File: src/rtl/vline_stats_mon.sv
module vline_stats_mon #(
  parameter int unsigned RES_W = 16
) (
  input  logic       clk,
  input  logic       rst_n,
  input  logic       frame_vld,
  input  logic       line_vld,
  input  logic       ie_count,
  input  logic       ie_len,
  input  logic       rd_en,
  input  logic [1:0] rd_addr,
  output logic [7:0] rd_data,
  output logic       irq_count,
  output logic       irq_len
);
  localparam logic [RES_W-1:0] MAXV = '1;

  logic             fv_q, lv_q;
  logic [RES_W-1:0] line_acc, pix_acc, res_cnt, res_len;
  logic             cnt_armed, len_armed;
  logic [7:0]       cnt_shadow, len_shadow;

  wire frame_end  = fv_q & ~frame_vld;
  wire line_start = frame_vld & line_vld & ~lv_q;
  wire pix_on     = frame_vld & line_vld;

  wire rd_cnt_hi = rd_en & (rd_addr == 2'd0);
  wire rd_cnt_lo = rd_en & (rd_addr == 2'd1);
  wire rd_len_hi = rd_en & (rd_addr == 2'd2);
  wire rd_len_lo = rd_en & (rd_addr == 2'd3);

  wire cnt_upd   = frame_end & ~(ie_count & irq_count);
  wire len_upd   = frame_end & ~(ie_len & irq_len);
  wire cnt_clear = rd_cnt_lo & cnt_armed;
  wire len_clear = rd_len_lo & len_armed;

  always_ff @(posedge clk or negedge rst_n) begin
    if (!rst_n) begin
      fv_q <= 1'b0;
      lv_q <= 1'b0;
    end else begin
      fv_q <= frame_vld;
      lv_q <= line_vld;
    end
  end

  always_ff @(posedge clk or negedge rst_n) begin
    if (!rst_n) begin
      line_acc <= '0;
      pix_acc  <= '0;
    end else if (frame_end) begin
      line_acc <= '0;
      pix_acc  <= '0;
    end else begin
      if (line_start && line_acc != MAXV) line_acc <= line_acc + 1'b1;
      if (pix_on) begin
        if (line_start)          pix_acc <= {{(RES_W-1){1'b0}}, 1'b1};
        else if (pix_acc != MAXV) pix_acc <= pix_acc + 1'b1;
      end
    end
  end

  always_ff @(posedge clk or negedge rst_n) begin
    if (!rst_n) begin
      res_cnt   <= '0;
      irq_count <= 1'b0;
    end else begin
      if (cnt_upd) res_cnt <= line_acc;
      if (cnt_upd && ie_count && line_acc != res_cnt) irq_count <= 1'b1;
      else if (cnt_clear)                            irq_count <= 1'b0;
    end
  end

  always_ff @(posedge clk or negedge rst_n) begin
    if (!rst_n) begin
      res_len <= '0;
      irq_len <= 1'b0;
    end else begin
      if (len_upd) res_len <= pix_acc;
      if (len_upd && ie_len && pix_acc != res_len) irq_len <= 1'b1;
      else if (len_clear)                         irq_len <= 1'b0;
    end
  end

  always_ff @(posedge clk or negedge rst_n) begin
    if (!rst_n) begin
      cnt_armed  <= 1'b0;
      len_armed  <= 1'b0;
      cnt_shadow <= '0;
      len_shadow <= '0;
    end else begin
      if (rd_cnt_hi) begin
        cnt_armed  <= 1'b1;
        cnt_shadow <= res_cnt[7:0];
      end else if (rd_cnt_lo) begin
        cnt_armed  <= 1'b0;
      end
      if (rd_len_hi) begin
        len_armed  <= 1'b1;
        len_shadow <= res_len[7:0];
      end else if (rd_len_lo) begin
        len_armed  <= 1'b0;
      end
    end
  end

  always_ff @(posedge clk or negedge rst_n) begin
    if (!rst_n) rd_data <= '0;
    else if (rd_en) begin
      case (rd_addr)
        2'd0:    rd_data <= res_cnt[15:8];
        2'd1:    rd_data <= cnt_armed ? cnt_shadow : res_cnt[7:0];
        2'd2:    rd_data <= res_len[15:8];
        default: rd_data <= len_armed ? len_shadow : res_len[7:0];
      endcase
    end
  end
endmodule


File: config.mk
export PLATFORM = sky130hd
export DESIGN_NAME = vline_stats_mon
export DESIGN_NICKNAME = d
export VERILOG_FILES = /design/src/rtl/vline_stats_mon.sv
export SDC_FILE = /design/constraint.sdc
export NUM_CORES = 1
export LEC_CHECK = 0
export CAP_MARGIN = 20
export CORE_ASPECT_RATIO = 1.2
export CORE_MARGIN = 2
export CORE_UTILIZATION = 45
export DETAILED_ROUTE_END_ITERATION = 7
export DONT_BUFFER_PORTS = 1
export PLACE_DENSITY = 0.58
export SYNTH_ARGS = -nofsm -noshare
export SYNTH_HDL_FRONTEND = slang
export SYNTH_SLANG_ARGS = --single-unit
File: constraint.sdc
create_clock -name clk -period 2.5 [get_ports clk]
set_input_delay 0.125 -clock clk [delete_from_list [all_inputs] [get_ports clk]]
set_output_delay 0.125 -clock clk [all_outputs]
set_load 0.05 [all_outputs]
==> impl_metrics.csv, run 1 <==
group,metric,value,unit
run_status,outcome,"finished clean",
detailed_routing,drt-wirelength-per-cell,19.1,um
worst_setup_path,worstReg2RegStart,"pix_acc[0]$_DFFE_PN0P_",
clock_tree,insertion_delay_of_the_later_clocked_pin_in_the_worst_skew_pair,0.34,ns
floorplanning,core-area,0.0106,sq mm
yosys,yosysSeqAreaShare,0.482,
worst_setup_path,cp-startpoint,"pix_acc[0]$_DFFE_PN0P_",
yosys,synth.cells.most_frequent,"dfrtp_1, mux2_2, xor2_1, o21ai_0, nand2_1",
timing,relSlewSlack,0.528,
yosys,synthesis_stage_register_bit_count,94,
worst_setup_path,critical_path_class,"reg -> reg",
clock_tree,max-clock-path-buffers,2,
floorplanning,dieArea,0.0117,sq mm
worst_setup_path,worst-endpoint-required,2.73,ns
placed_design,place.gp.congestion,0.834,
detailed_routing,drt-vias-per-instance,5.70,
detailed_routing,drt_pre_antenna_iters,4,
worst_setup_path,timing.reg2reg.setup_slack,0.22,ns
clock_tree,htree_num_levels,3,
detailed_routing,drtIter0Drc,136,
worst_setup_path,crit_path_max_fanout,12,
clock_tree,cts_tree,"built",
detailed_routing,wirelength,10800,um
min_path,min-delay-path-class,"in -> reg",
worst_setup_path,critical-path-max-stage-delay,0.56,ns
finish,finalNetCount,439,
worst_setup_path,crit_slowest_cell,"or4_4",
clock_tree,cts_hold_buffers,10,
timing,final_min_period_over_clock_period,0.911,
floorplanning,i_o_pin_count,19,
yosys,synth_area_leaders,"dfrtp_1, mux2_2, xor2_1, mux4_2, o21ai_0",
worst_setup_path,critical_path.endpoint_type,"flip-flop",
yosys,synthDominantAreaCellType,"dfrtp_1",
timing,max_freq,0.439,GHz
clock_tree,post_cts_buffers,0,
detailed_routing,num_vias,3202,
power,comb_power_share,0.143,
finish,insertedDiodeCount,0,
floorplanning,die_h,118,um
yosys,synth_top_cell_area_share,0.482,
detailed_routing,met1Wirelength,4960,um
timing,tightest_slew,0.706,ns
timing,finClkSkew,0.00693,ns
yosys,synth_flop_cell,"dfrtp_1",
placed_design,detailed_place.area,0.00504,sq mm
yosys,synth_area_per_cell,11.7,sq um
floorplanning,initial_utilization,0.462,
worst_setup_path,cp.depth,6,
yosys,synthDistinctLibCells,54,
timing,rsz0062_at_grt,"no",
clock_tree,cts_clock_pin_slew_for_the_worst_setup_and_hold_paths,0.06,ns
yosys,synth_enable_flop_cells,0,
worst_setup_path,worstSetupEndpoint,"pix_acc[10]$_DFFE_PN0P_",
yosys,synth.most_common_cell,"dfrtp_1",
worst_setup_path,timing.critical_path.cells,"ha_1 > nand4_1 > or4_4 > a21oi_2 > nor2_1 > o22a_1",
timing,timing.final.hold_violations,0,
timing,timing_max_transition_violations_final,0,
power,worst_ir_drop_vdd,0.000297,V
power,internal_power,2.69,mW
worst_setup_path,crit-reg2reg-capture,"pix_acc[10]$_DFFE_PN0P_",
finish,filler_cell_count_in_the_final_layout,927,
clock_tree,cts_inserted_buffers,9,
power,cellPowerDensity,670,mW/mm^2
detailed_routing,drc,0,
global_routing,grt_first_pass_wirelength,17900,um
finish,seq_area,0.00235,sq mm
clock_tree,numClockSinks,94,
worst_setup_path,ff2ff_path_depth,6,
yosys,synthArstFlopShare,1.00,
worst_setup_path,timing.critical_path.arrival,2.51,ns
finish,finish.instance_area,0.00546,sq mm
finish,layout-area-overhead-vs-synth,11.8,%
detailed_routing,met2_length,5450,um
finish,fraction_of_final_layout_cells_with_drive_strength_greater_than_1,0.291,
floorplanning,chipWidth,99.1,um
global_routing,groute.usage.overall,0.197,
power,power_frac_seq,0.476,
worst_setup_path,timing.critical_path.from_type,"flip-flop",
placed_design,portBuffers,0,
power,leakage,2.64,nW
detailed_routing,highest-signal-layer,"met4",
power,power.net_switching,0.962,mW
clock_tree,number_of_cells_upsized_or_downsized_after_cts,0,
global_routing,grt_overflow,0,
clock_tree,cts_root_buf,"clkbuf_16",
global_routing,grt_start_max_net_pins,95,
detailed_routing,final_antenna_net_count,0,
yosys,synthesis.area,0.00488,sq mm
worst_setup_path,critPathBufInv,0,
finish,multi_input_comb_area,0.00239,sq mm
yosys,synth_cells,418,
yosys,yosys_warnings,0,
power,p_clk_frac,0.381,
placed_design,detailed_place_hpwl,7610,um
worst_setup_path,critical-path-top-delay-family,"simple AND/OR/NAND/NOR gates",
detailed_routing,met3_wirelength,242,um
timing,finalCriticalPeriod,2.28,ns
power,sw_frac,0.263,
timing,finalSetupViolCount,0,
yosys,syn-num-nets,429,
global_routing,antenna_found_initial,0,
global_routing,first_global_vias,3286,
job,max_cap_viol_count,0,
timing,fin_setup_tns,0,ns
floorplanning,core.rowCount,41,
[per-stage QoR]
step,setup WS (ns),hold slack [ns],power [mW],utilization,cells
floorplan,0.578,-0.171,2.11,-,418
global route,0.0128,0.0379,3.84,0.517,562
detailed placement,0.235,-0.167,2.24,0.477,536
finish,0.222,0.0460,3.66,0.517,562
CTS,0.209,0.0377,3.70,0.517,562
global placement,0.250,-0.168,2.23,0.477,536
[worst min-delay path by stage]
stage                         endpoint  depth (start not counted)  start
2_1_floorplan    cnt_armed$_DFFE_PN0P_                          0  rst_n
3_3_place_gp   line_acc[3]$_DFFE_PN0P_                          0  rst_n
3_5_place_dp   line_acc[3]$_DFFE_PN0P_                          0  rst_n
4_1_cts          cnt_armed$_DFFE_PN0P_                          2  rd_en
5_1_grt          cnt_armed$_DFFE_PN0P_                          2  rd_en
6_report         cnt_armed$_DFFE_PN0P_                          2  rd_en
[power by group through the flow]
stage               Combinational (mW)  Sequential (mW)  Clock (mW)
floorplan                        0.314             1.80           0
global placement                 0.464             1.77           0
detailed placement               0.468             1.77           0
CTS                              0.534             1.74        1.42
global route                     0.581             1.76        1.50
finish                           0.525             1.74        1.39
[placed cells by master, fill, tap and decap left out, types with 2 or more instances in the layout]
cell and n:
nand2b_1 3, and4_1 2, a21oi_1 4, clkbuf_16 9
mux2_2 72, xor2_1 40, o21a_1 2, and2_1 2
nor4_1 10, nand4_1 11, buf_4 17, a31oi_1 4
o31ai_1 9, clkbuf_8 2, o22ai_2 2, ha_1 2
nor2_1 21, mux4_2 8, dfrtp_1 94, o2111ai_1 2
clkbuf_1 2, o211ai_1 4, and3_1 3, nor3_1 5
a21o_1 3, dlygate4sd3_1 9, or3_1 2, nand2_1 22
o21ai_0 24, nand3_1 16
[state kept, by name, summed over array words and instances, names as in the netlist]
signal and flops:
res_len 16, len_armed 1, line_acc 16, cnt_armed 1, pix_acc 16, len_shadow 8
lv_q 1, rd_data 8, res_cnt 16, irq_count 1, irq_len 1, cnt_shadow 8
fv_q 1
[logic make-up (layout without fill, tap and decap cells)]
logic type	count (synthesis)	count (layout)	synth area share
and+or+nand+nor	109	109	0.120
DFF	94	94	0.482
muxes	80	80	0.203
AOI/OAI and AO/OA	64	64	0.0902
xor gates and xnor gates	40	40	0.0717
buffers and inverters	29	44	0.0289
adders and majority gates	2	2	0.00512
[routing by layer]
metal / up-vias / GRT usage
met5: - / 0
met4: 0 / 0.0514
met3: 8 / 0.0426
met2: 28 / 0.321
met1: 1611 / 0.267
li1: 1555 / -
[cell type report]
cell class	count	area share
multi-input cells	295	0.438
repair buffers	27	0.0449
flip-flops and latches	94	0.431
inverters	1	0.000688
clock buffers	13	0.0477
well taps	129	0.0296
clock inverters	3	0.00779
No activity file was read; power rests on OpenSTA's default activity.
==> run 2, diff against run 1 <==
--- a/config.mk
+++ b/config.mk
@@ -11,6 +11,7 @@
 export CORE_UTILIZATION = 45
 export DETAILED_ROUTE_END_ITERATION = 7
 export DONT_BUFFER_PORTS = 1
+export HOLD_SLACK_MARGIN = 0.15
 export PLACE_DENSITY = 0.58
 export SYNTH_ARGS = -nofsm -noshare
 export SYNTH_HDL_FRONTEND = slang
==> run 2 against run 1 <==
Wire length grew 0.87%. Clock skew is 0.00073 ns lower. Non-clock buffer count is 4 higher. Sequential share of layout area is 0.37 points lower. Die area did not move. Hold slack improved by 0.14 ns.
==> impl_metrics.csv, run 2 (synthesis gave the netlist of run 1 again) <==
group,metric,value,unit
finish,insertedDiodeCount,0,
worst_setup_path,timing.reg2reg.setup_slack,0.12,ns
power,cellPowerDensity,665,mW/mm^2
clock_tree,post_cts_buffers,0,
timing,fin_setup_tns,0,ns
worst_setup_path,critical-path-top-delay-family,"multiplexers",
timing,final_min_period_over_clock_period,0.952,
finish,finalNetCount,443,
timing,tightest_slew,0.702,ns
worst_setup_path,worst-endpoint-required,2.72,ns
power,leakage,2.67,nW
clock_tree,cts_clock_pin_slew_for_the_worst_setup_and_hold_paths,0.07,ns
worst_setup_path,ff2ff_path_depth,4,
worst_setup_path,timing.critical_path.arrival,2.60,ns
placed_design,detailed_place_hpwl,7610,um
detailed_routing,drtIter0Drc,133,
global_routing,groute.usage.overall,0.198,
detailed_routing,wirelength,10900,um
finish,mostFrequentLayoutCells,"dfrtp_1, mux2_2, xor2_1",
global_routing,first_global_vias,3318,
worst_setup_path,crit-reg2reg-capture,"rd_data[4]$_DFFE_PN0P_",
floorplanning,core.rowCount,41,
global_routing,grt_start_max_net_pins,95,
placed_design,detailed_place.area,0.00504,sq mm
detailed_routing,drt_pre_antenna_iters,4,
timing,relSlewSlack,0.531,
power,sw_frac,0.264,
detailed_routing,drt-vias-per-instance,5.69,
min_path,min-delay-path-class,"in -> reg",
floorplanning,die_h,118,um
global_routing,antenna_found_initial,0,
clock_tree,insertion_delay_of_the_later_clocked_pin_in_the_worst_skew_pair,0.34,ns
timing,max_freq,0.420,GHz
power,power_frac_seq,0.475,
clock_tree,numClockSinks,94,
worst_setup_path,critPathBufInv,1,
worst_setup_path,crit_top_cell,"mux2_2",
worst_setup_path,worstReg2RegStart,"len_armed$_DFFE_PN0P_",
finish,finish.instance_area,0.00551,sq mm
finish,layout-area-overhead-vs-synth,12.7,%
power,p_clk_frac,0.379,
power,worst_ir_drop_vdd,0.000294,V
timing,rsz0062_at_grt,"no",
finish,fraction_of_final_layout_cells_with_drive_strength_greater_than_1,0.288,
worst_setup_path,critical_path_class,"reg -> reg",
detailed_routing,final_antenna_net_count,0,
timing,timing_max_transition_violations_final,0,
detailed_routing,drc,0,
min_path,min_path_cells,2,
clock_tree,cts_root_buf,"clkbuf_16",
clock_tree,htree_num_levels,3,
worst_setup_path,critical_path.endpoint_type,"flip-flop",
min_path,source_of_the_worst_hold_timing_path,"rd_addr[0]",
power,power.net_switching,0.967,mW
clock_tree,cts_tree,"built",
clock_tree,cts_inserted_buffers,9,
job,max_cap_viol_count,0,
worst_setup_path,timing.critical_path.from_type,"flip-flop",
timing,finalCriticalPeriod,2.38,ns
power,comb_power_share,0.146,
worst_setup_path,critical-path-max-stage-delay,0.56,ns
worst_setup_path,timing.critical_path.cells,"mux2_2 > mux4_2 > mux2_2 > dlygate4sd3_1",
run_status,outcome,"finished clean",
global_routing,grt_first_pass_wirelength,18000,um
floorplanning,dieArea,0.0117,sq mm
floorplanning,i_o_pin_count,19,
worst_setup_path,crit_slowest_cell,"dfrtp_1",
detailed_routing,drt-wirelength-per-cell,19.2,um
worst_setup_path,crit_path_max_fanout,10,
floorplanning,core-area,0.0106,sq mm
floorplanning,chipWidth,99.1,um
worst_setup_path,worstSetupEndpoint,"rd_data[4]$_DFFE_PN0P_",
global_routing,grt_overflow,0,
detailed_routing,num_vias,3220,
placed_design,place.gp.congestion,0.834,
finish,final_common_cell,"dfrtp_1",
worst_setup_path,cp.depth,4,
timing,timing.final.hold_violations,0,
worst_setup_path,cp-startpoint,"len_armed$_DFFE_PN0P_",
placed_design,portBuffers,0,
clock_tree,max-clock-path-buffers,2,
power,internal_power,2.70,mW
timing,finalSetupViolCount,0,
timing,finClkSkew,0.00620,ns
floorplanning,initial_utilization,0.462,
run 2: layout make-up:
type / count / area, sq um
flip-flops and latches: 94 / 2350
clock buffers: 13 / 260
fillers: 924 / 5060
repair buffers: 31 / 285
multi-input cells: 295 / 2400
well taps: 129 / 161
clock inverters: 3 / 42.5
inverters: 1 / 3.75
run 2: worst min-delay path by stage:
stage | to
floorplan | cnt_armed$_DFFE_PN0P_
global placement | line_acc[3]$_DFFE_PN0P_
detailed placement | line_acc[3]$_DFFE_PN0P_
CTS | rd_data[1]$_DFFE_PN0P_
global route | rd_data[3]$_DFFE_PN0P_
finish | rd_data[3]$_DFFE_PN0P_
run 2: power by group through the flow:
stage               sequential (mW)  clock [mW]  combinational, mW
CTS                            1.74        1.42              0.540
finish                         1.74        1.39              0.533
floorplan                      1.80           0              0.314
global route                   1.76        1.50              0.590
detailed placement             1.77           0              0.468
global placement               1.77           0              0.464
run 2: through the flow:
step / utilization / instances / power [mW] / hold WS, ns / setup slack [ns]
floorplan: - / 418 / 2.11 / -0.171 / 0.578
global placement: 0.477 / 536 / 2.23 / -0.168 / 0.250
detailed placement: 0.477 / 536 / 2.24 / -0.167 / 0.235
CTS: 0.519 / 565 / 3.71 / 0.155 / 0.116
global route: 0.521 / 566 / 3.84 / 0.178 / 0.0361
finish: 0.521 / 566 / 3.66 / 0.182 / 0.120
run 2: routing by layer:
metal / share of wire / GRT usage
met1: 0.45 / 0.267
met4: 0.014 / 0.0557
met2: 0.50 / 0.321
met5: 0 / 0
met3: 0.031 / 0.0426
run 2: what timing repair did:
item | in CTS | in global routing
hold endpoints to repair | 113 | 1
setup endpoints to repair | 0 | 1
gates resized for setup | 0 | 1
hold buffers | 13 | 1
==> run 3, diff against run 2 <==
--- a/config.mk
+++ b/config.mk
@@ -12,7 +12,7 @@
 export DETAILED_ROUTE_END_ITERATION = 7
 export DONT_BUFFER_PORTS = 1
 export HOLD_SLACK_MARGIN = 0.15
-export PLACE_DENSITY = 0.58
+export PLACE_DENSITY = 0.65
 export SYNTH_ARGS = -nofsm -noshare
 export SYNTH_HDL_FRONTEND = slang
 export SYNTH_SLANG_ARGS = --single-unit
==> run 3 against run 2 <==
Clock skew grew 0.0054 ns. Sequential share of layout area grew 0.79 points. Critical path type unchanged. Setup slack gained 0.0015 ns. Global-route usage shrank 0.79 points. Total power shrank 1.7%. Largest power group unchanged. Wire length shrank 3.0%. Critical path depth is the same. First-iteration DRC count grew 3.8%. Count of clock-buffer cells in the layout shrank 4. Cell area shrank 1.8%. Highest routed layer unchanged.
==> impl_metrics.csv, run 3 (synthesis gave the netlist of run 1 again) <==
group,metric,value,unit
timing,layout_setup_ws,0.122,ns
timing,timing_max_transition_violations_final,0,
power,p_clk_frac,0.371,
finish,fraction_of_final_layout_cells_with_drive_strength_greater_than_1,0.283,
job,max_cap_viol_count,0,
detailed_routing,drt-vias-per-instance,5.87,
power,total_power,3.60,mW
power,internal_power,2.55,mW
detailed_routing,drc,0,
global_routing,first_global_vias,3292,
worst_setup_path,crit_path_max_fanout,10,
clock_tree,cts_root_buf,"clkbuf_16",
timing,tightest_slew,0.672,ns
floorplanning,die_h,118,um
floorplanning,dieArea,0.0117,sq mm
timing,finalCriticalPeriod,2.38,ns
timing,max_freq,0.420,GHz
global_routing,antenna_found_initial,0,
worst_setup_path,crit-reg2reg-capture,"rd_data[4]$_DFFE_PN0P_",
worst_setup_path,timing.critical_path.from_type,"flip-flop",
clock_tree,insertion_delay_of_the_later_clocked_pin_in_the_worst_skew_pair,0.35,ns
clock_tree,cts_hold_buffers,11,
floorplanning,initial_utilization,0.462,
timing,timing.final.hold_violations,0,
detailed_routing,num_vias,3264,
clock_tree,post_cts_buffers,0,
worst_setup_path,worstSetupEndpoint,"rd_data[4]$_DFFE_PN0P_",
worst_setup_path,worst-endpoint-required,2.74,ns
power,cellPowerDensity,666,mW/mm^2
power,comb_power_share,0.146,
detailed_routing,drtIter0Drc,138,
worst_setup_path,timing.reg2reg.setup_slack,0.12,ns
timing,relSlewSlack,0.548,
finish,filler_cell_count_in_the_final_layout,913,
global_routing,groute.usage.overall,0.190,
placed_design,detailedPlace.worstSlack,0.225,ns
finish,insertedDiodeCount,0,
worst_setup_path,worstReg2RegStart,"cnt_armed$_DFFE_PN0P_",
power,power.net_switching,1.05,mW
placed_design,portBuffers,0,
timing,finalSetupViolCount,0,
floorplanning,core.rowCount,41,
clock_tree,number_of_cells_upsized_or_downsized_after_cts,0,
power,leakage,2.61,nW
global_routing,grt_first_pass_wirelength,17400,um
placed_design,detailed_place_hpwl,7320,um
detailed_routing,final_antenna_net_count,0,
finish,finalNetCount,433,
worst_setup_path,timing.critical_path.arrival,2.62,ns
global_routing,grt_start_max_net_pins,95,
finish,layout-area-overhead-vs-synth,10.7,%
worst_setup_path,critical_path.endpoint_type,"flip-flop",
floorplanning,core-area,0.0106,sq mm
run_status,outcome,"finished clean",
placed_design,place.gp.congestion,0.860,
clock_tree,cts_clock_pin_slew_for_the_worst_setup_and_hold_paths,0.08,ns
clock_tree,numClockSinks,94,
worst_setup_path,cp-startpoint,"cnt_armed$_DFFE_PN0P_",
floorplanning,chipWidth,99.1,um
min_path,min-delay-path-class,"in -> reg",
detailed_routing,drt_pre_antenna_iters,4,
worst_setup_path,ff2ff_path_depth,4,
finish,final_common_cell,"dfrtp_1",
floorplanning,i_o_pin_count,19,
clock_tree,max-clock-path-buffers,2,
power,sw_frac,0.291,
timing,rsz0062_at_grt,"no",
detailed_routing,drt-wirelength-per-cell,18.9,um
power,power_frac_seq,0.483,
timing,final_min_period_over_clock_period,0.951,
power,worst_ir_drop_vdd,0.000295,V
detailed_routing,wirelength,10500,um
timing,finClkSkew,0.0116,ns
global_routing,grt_overflow,0,
clock_tree,htree_num_levels,3,
worst_setup_path,critical_path_class,"reg -> reg",
finish,mostFrequentLayoutCells,"dfrtp_1, mux2_2, xor2_1",
clock_tree,cts_inserted_buffers,9,
timing,fin_setup_tns,0,ns
clock_tree,cts_tree,"built",
-- run 3: changes by cell type in the layout (fill, tap and decap cells not counted), sizes merged --
cell and change:
clkinv +3, dlygate4sd3 -3, bufinv -1, clkinvlp -1, clkbuf -4, inv +3, buf -7
-- run 3: routing by layer --
metal / part of all wire / up-vias / wire [um] / global-route usage
li1: - / 1544 / - / -
met1: 0.45 / 1655 / 4700 / 0.246
met2: 0.51 / 50 / 5360 / 0.319
met3: 0.026 / 15 / 272 / 0.0355
met4: 0.019 / 0 / 199 / 0.0642
met5: 0 / - / 0 / 0
-- run 3: power by group through the flow --
stage          Clock [mW]  Combinational (mW)  Sequential [mW]
6_report             1.34               0.526             1.74
5_1_grt              1.43               0.577             1.76
4_1_cts              1.37               0.530             1.74
3_5_place_dp            0               0.473             1.77
3_3_place_gp            0               0.464             1.76
2_1_floorplan           0               0.314             1.80
-- run 3: how the worst min path moves through the flow --
stage                          start                      end  slack, ns  depth (start not counted)
final                     rd_addr[1]   rd_data[0]$_DFFE_PN0P_       0.16                          2
after global placement         rst_n  line_acc[1]$_DFFE_PN0P_      -0.17                          0
after floorplan                rst_n    cnt_armed$_DFFE_PN0P_      -0.17                          0
after CTS                 rd_addr[1]   rd_data[0]$_DFFE_PN0P_       0.15                          2
after global routing      rd_addr[1]   rd_data[0]$_DFFE_PN0P_       0.16                          2
after detailed placement       rst_n  line_acc[1]$_DFFE_PN0P_      -0.17                          0
-- run 3: layout make-up --
class,instances,area (sq um),area share
clock buffer,9,225,0.0417
clock inverter,7,67.6,0.0125
inverter,1,3.75,0.000694
multi-input combinational,295,2390,0.443
sequential,94,2350,0.435
tap,129,161,0.0299
timing repair buffer,21,203,0.0375
-- run 3: stage by stage --
| step | util | instance area [sq um] | hold WS, ns | instances |
|---|---|---|---|---|
| global route | 0.512 | 5410 | 0.161 | 556 |
| finish | 0.512 | 5410 | 0.162 | 556 |
| floorplan | - | 4880 | -0.171 | 418 |
| CTS | 0.512 | 5410 | 0.153 | 556 |
| global placement | 0.472 | 4990 | -0.168 | 529 |
| detailed placement | 0.472 | 4990 | -0.168 | 529 |
-- run 3: critical path, cell delays in order (launching register included) --
cell and delay, ns:
dfrtp_1 0.57, mux2_2 0.41, mux4_2 0.46, mux2_2 0.28, dlygate4sd3_1 0.55
